--- src/rtl/frame_irq_status.sv ---
module frame_irq_status #(
  parameter int NUM_CH   = 4,
  parameter int NUM_DISC = 4,
  parameter int DW       = 32,
  parameter int AW       = 3
) (
  input  logic              clk,
  input  logic              rst_n,
  input  logic [NUM_CH-1:0] ev_fs,
  input  logic [NUM_CH-1:0] ev_fe,
  input  logic [NUM_CH-1:0] ev_fe_ack,
  input  logic [NUM_CH-1:0] ev_le,
  input  logic [NUM_CH-1:0] ev_le_ack,
  input  logic              ev_ovf,
  input  logic [NUM_DISC-1:0] ev_disc,
  input  logic              wr_en,
  input  logic [AW-1:0]     addr,
  input  logic [DW-1:0]     wdata,
  output logic [DW-1:0]     rdata,
  output logic              irq
);
  localparam int GRP      = 4;
  localparam int NEVT     = 5;
  localparam int OVF_BIT  = NEVT * GRP;
  localparam int DISC_LSB = OVF_BIT + 1;
  localparam int EN_LSB   = 13;

  logic [NEVT-1:0] en_q [NUM_CH];
  logic [DW-1:0]   stat_q;
  logic [DW-1:0]   raw_v, allow_v, set_v, clr_v;
  logic            wr_stat;

  assign wr_stat = wr_en && (addr == '0);
  assign clr_v   = wr_stat ? wdata : '0;

  always_comb begin
    raw_v   = '0;
    allow_v = '0;
    for (int ch = 0; ch < NUM_CH; ch++) begin
      raw_v[0*GRP + ch] = ev_fs[ch];
      raw_v[1*GRP + ch] = ev_fe[ch];
      raw_v[2*GRP + ch] = ev_fe_ack[ch];
      raw_v[3*GRP + ch] = ev_le[ch];
      raw_v[4*GRP + ch] = ev_le_ack[ch];
      for (int k = 0; k < NEVT; k++)
        allow_v[k*GRP + ch] = en_q[ch][k];
    end
    raw_v[OVF_BIT]   = ev_ovf;
    allow_v[OVF_BIT] = 1'b1;
    for (int d = 0; d < NUM_DISC; d++) begin
      raw_v[DISC_LSB + d]   = ev_disc[d];
      allow_v[DISC_LSB + d] = 1'b1;
    end
  end

  assign set_v = raw_v & allow_v;

  always_ff @(posedge clk or negedge rst_n)
    if (!rst_n) stat_q <= '0;
    else        stat_q <= (stat_q & ~clr_v) | set_v;

  for (genvar ch = 0; ch < NUM_CH; ch++) begin : g_ctrl
    always_ff @(posedge clk or negedge rst_n)
      if (!rst_n) en_q[ch] <= '0;
      else if (wr_en && addr == AW'(ch + 1)) en_q[ch] <= wdata[EN_LSB +: NEVT];
  end

  always_comb begin
    rdata = '0;
    if (addr == '0) rdata = stat_q;
    for (int ch = 0; ch < NUM_CH; ch++)
      if (addr == AW'(ch + 1)) rdata[EN_LSB +: NEVT] = en_q[ch];
  end

  assign irq = |(stat_q & allow_v);
endmodule


--- config.mk ---
export PLATFORM = sky130hd
export DESIGN_NAME = frame_irq_status
export DESIGN_NICKNAME = d
export VERILOG_FILES = /design/src/rtl/frame_irq_status.sv
export SDC_FILE = /design/constraint.sdc
export NUM_CORES = 1
export LEC_CHECK = 0
export ABC_AREA = 1
export CORE_ASPECT_RATIO = 1.4
export CORE_MARGIN = 1
export CORE_UTILIZATION = 63
export CTS_CLUSTER_SIZE = 24
export DETAILED_ROUTE_END_ITERATION = 10
export DONT_BUFFER_PORTS = 1
export PLACE_DENSITY = 0.79
export RECOVER_POWER = 50
export SLEW_MARGIN = 10
export SYNTH_ARGS = -nofsm -noshare
export SYNTH_HDL_FRONTEND = slang
export SYNTH_SLANG_ARGS = --single-unit
--- constraint.sdc ---
create_clock -name clk -period 1.6 [get_ports clk]
set_clock_uncertainty 0.2 [all_clocks]
set_input_delay 0.32 -clock clk [delete_from_list [all_inputs] [get_ports clk]]
set_output_delay 0.32 -clock clk [all_outputs]
set_load 0.02 [all_outputs]
==> results of run 1 <==
through the flow:
stage                     cells   util  setup slack (ns)  hold WS (ns)   TNS, ns
after floorplan             374      -            0.0134        -0.176         0
after global placement      441  0.774          -0.00696        -0.175  -0.00696
after detailed placement    441  0.774            0.0221        -0.175         0
after CTS                   506  0.949            -0.227        -0.503    -0.832
per-layer routing:
layer,global-route usage,GRT overflow
met5,0.0130,0
met4,0.783,16
met3,0.463,0
met2,0.952,16
met1,0.714,0
cell families after synthesis:
family | Yosys count | share of synthesized area
simple gates | 236 | 0.365
buf+inv | 61 | 0.0915
flops | 52 | 0.495
compound gates | 25 | 0.0476
timing repair:
item	CTS
setup endpoints to repair	6
hold buffers	52
gates resized for setup	12
hold endpoints to repair	84
setup buffers	6
pin swaps	6
==> reports/summary.txt, run 1 <==
CTS Buffer Depth -> 2
Top-area cell type share of the netlist area -> 0.495
Stage reached -> global routing (5_1_grt)
Remaining global-route overflow -> 32
Register area share after synthesis -> 0.495
Synth async-reset ratio -> 1.00
Count leader, synth -> nand2_1
I/O pins -> 96
Clk Tree Root Cell -> clkbuf_8
Log Error -> [ERROR GRT-0232] Routing congestion too high. Check the congestion heatmap in the GUI.
Syn Area/Cell -> 7.02 µm²
Synth area leader -> dfrtp_1
Initial Utilization -> 0.664
Routability congestion estimate -> 0.938
GRT Util Overall -> 0.722
EDFF count, synth -> 0
Outcome -> did not finish
Synth area leaders -> dfrtp_1, nand2_1, inv_1
Post-synthesis cell type count -> 18
Largest net degree at the start of global routing -> 53
Top FF cell, synth -> dfrtp_1
Net Count, Synth -> 437
Htree depth -> 2
Chip width -> 56.6 µm
Post-GRT worst EP -> irq
Cell Area, Placed -> 3060 µm²
Sink Count -> 52
Worst endpoint type -> primary output
HPWL Detailed -> 5.17 mm
#FFs+latches synth -> 52
Die Height -> 78.4 µm
Post-synth top cells -> nand2_1, dfrtp_1, inv_1, nor2_1, o21ai_0
TritonCTS Buffers -> 5
Synth Instances -> 374
Synthesized cell area -> 2630 µm²
Synth warn -> 0
Row cnt -> 27
Port Buffer Count -> 0
==> inputs of run 2 (changes only) <==
Settings changed: CORE_ASPECT_RATIO 1.4 to default, CORE_UTILIZATION 63 to 40, CTS_CLUSTER_SIZE 24 to default, PLACE_DENSITY 0.79 to default, PLACE_DENSITY_LB_ADDON from default to 0.15.
==> reports/summary.txt, run 2 <==
Outcome -> finished with violations (was did not finish)
Failing checks -> negative hold slack, negative setup slack
Synth-to-layout area growth -> 44.1%
DR vias -> 2548
Die area -> 6890 µm²
Synth async-reset ratio -> 1.00 (unchanged)
EDFF count, synth -> 0 (unchanged)
Post-Synth Adder-Cell Area -> 0 (unchanged)
Utilization after layout -> 0.596
Post-synthesis mux area share -> 0 (unchanged)
Max Cap Viol -> 0
Detail Route Antenna Nets -> 0
Routability congestion estimate -> 0.847 (was 0.938)
Commonest non-fill, non-tap cell in the layout -> nand2_1
Clk slew on worst S/H paths -> 0.09 ns
Row cnt -> 29 (was 27)
Post-synthesis cell type count -> 18 (unchanged)
Initial antenna violation count -> 0
Synth Instances -> 374 (unchanged)
Max IR drop VDD -> 0.472 mV
Final setup fails -> 6
Pleak -> 1.98 nW
Post-Route WL -> 7.30 mm
Fin Setup TNS -> -0.893 ns
Pre-Repair DR Iteration Count -> 4
Crit path arrival time -> 1.28 ns
CTS Buffer Depth -> 2 (unchanged)
Vias per inst -> 4.72
Number of hold buffers added after CTS -> 52 (unchanged)
Synth area leader -> dfrtp_1 (unchanged)
Minimum clock period -> 1.80 ns
Fin. Hold Viols -> 52
Syn Area/Cell -> 7.02 µm² (unchanged)
Number of inserted diodes -> 0
Reg2reg setup slack -> 0.59 ns
Critical Path Sink Type -> primary output
Chip width -> 83.0 µm (was 56.6 µm)
Setup ws final -> -0.195 ns
Post-synth top cells -> nand2_1, dfrtp_1, inv_1, nor2_1, o21ai_0 (unchanged)
CTS tree -> yes
Proportion of layout cells with a drive suffix above 1 -> 0.171
Largest family of logic cells by synthesized area -> simple AND/OR/NAND/NOR gates (unchanged)
Worst skew pair latency -> 0.30 ns
Sink Count -> 52 (unchanged)
Initial DRC Count -> 79
Pins Over Slew Limit -> 0
Count leader, synth -> nand2_1 (unchanged)
Top-area cell type share of the netlist area -> 0.495 (unchanged)
Remaining global-route overflow -> 0
Net Count, Synth -> 437 (unchanged)
HPWL Detailed -> 4.93 mm (was 5.17 mm)
Critical Path Start Type -> flip-flop
Core area -> 6350 µm²
Port Buffer Count -> 0 (unchanged)
Pwr Total -> 3.24 mW
Worst Hold Slack -> -0.497 ns
Residual DRC -> 0
Register area share after synthesis -> 0.495 (unchanged)
Commonest cells after routing, fill and taps aside -> nand2_1, dlygate4sd3_1, inv_1, dfrtp_1, buf_4
I/O pins -> 96 (unchanged)
Largest register FFs -> 32
Initial Utilization -> 0.414 (was 0.664)
Cells after DPL -> 476 (was 441)
FMAX -> 0.557 GHz
Post-Synth XOR/XNOR Area -> 0 (unchanged)
Required time of the critical path -> 1.08 ns
Period utilisation layout -> 1.12
Clk Tree Root Cell -> clkbuf_8 (unchanged)
First-pass GRT wire length -> 12.2 mm
Non-Filler Instances -> 540
Slew @ Worst Pin -> 0.424 ns
#FFs+latches synth -> 52 (unchanged)
Top FF cell, synth -> dfrtp_1 (unchanged)
Largest net degree at the start of global routing -> 53
Pre-CTS setup slack -> 0.0297 ns (was 0.0221 ns)
GRT Util Overall -> 0.222
Synth Area in Simple Gates -> 0.365 (unchanged)
Synth warn -> 0 (unchanged)
Crit-path max FO -> 3
Reg with most FFs -> stat_q
Routed len/inst -> 13.5 µm
TritonCTS Buffers -> 5 (unchanged)
Vias in the first global route -> 2591
Path category of the worst min-delay check -> input pin to async pin
Die Height -> 83.0 µm (was 78.4 µm)
RSZ-0062 raised after global routing -> yes
Synthesized cell area -> 2630 µm² (unchanged)
Reg2Reg Depth -> 3
Slew HR -> 0.717
Synth Area in Compound Gates -> 0.0476 (unchanged)
PwrDens -> 856 nW/µm²
Final #Nets -> 526
Htree depth -> 2 (unchanged)
Synth area leaders -> dfrtp_1, nand2_1, inv_1 (unchanged)
Critical path type -> flip-flop to primary output
==> run 2: cell counts after synthesis <==
No cell type changed its count.
==> run 2: final cells by class <==
class,instances,area (µm²)
Multi-Input combinational cell,261,1300
Fill cell,623,2560
Clock inverter,1,5.00
Inverter,54,203
Timing Repair Buffer,89,808
Clock buffer,6,72.6
Sequential cell,52,1300
Tap cell,77,96.3
==> run 2: final timing paths <==
| kind | start | end |
|---|---|---|
| worst max-delay path | allow_v[12] | irq |
| worst min-delay path | rst_n | stat_q[29] |
| worst max register to register | allow_v[0] | allow_v[0] |
| worst min register to register | stat_q[31] | stat_q[31] |
| max in group asynchronous | rst_n | allow_v[0] |
| min in group clk | wdata[17] | allow_v[18] |
==> run 2: per-stage QoR <==
stage	area [µm²]	hold WS [ns]
after floorplan	2820	-0.176
after global placement	3110	-0.175
after detailed placement	3110	-0.175
after CTS	3770	-0.510
after global routing	3780	-0.520
final	3780	-0.497
==> run 2: metal layers <==
layer,wire length [µm],track usage
met5,0,0
met4,103,0.0627
met3,319,0.0447
met2,3490,0.367
met1,3390,0.297
==> run 2: timing repair <==
action | in CTS | in global routing
setup endpoints to repair | 6 | 6
setup buffers | 2 | 3
pin swaps | 10 | 15
hold endpoints to repair | 84 | 52
gates cloned | 0 | 0
resized for setup | 12 | 7
==> run 2: power by group <==
| group | internal, mW | switching (mW) |
|---|---|---|
| combinational | 0.405 | 0.470 |
| sequential | 1.50 | 0.152 |
| clock | 0.299 | 0.412 |
==> run 2: cells by family (layout without fill, tap and decap cells) <==
logic type / Yosys count / after routing
compound gates: 25 / 25
buf+inv: 61 / 150
flops: 52 / 52
simple gates: 236 / 236
==> run 2: critical path, cell delays in order, from the launching register on <==
cell and delay (ns):
dfrtp_1 0.42, nand2_1 0.09, nand2_1 0.06, nor2_1 0.10
nand2_1 0.08, nor2_2 0.13, nand2_2 0.11
Power figures use the tool's default switching activity.
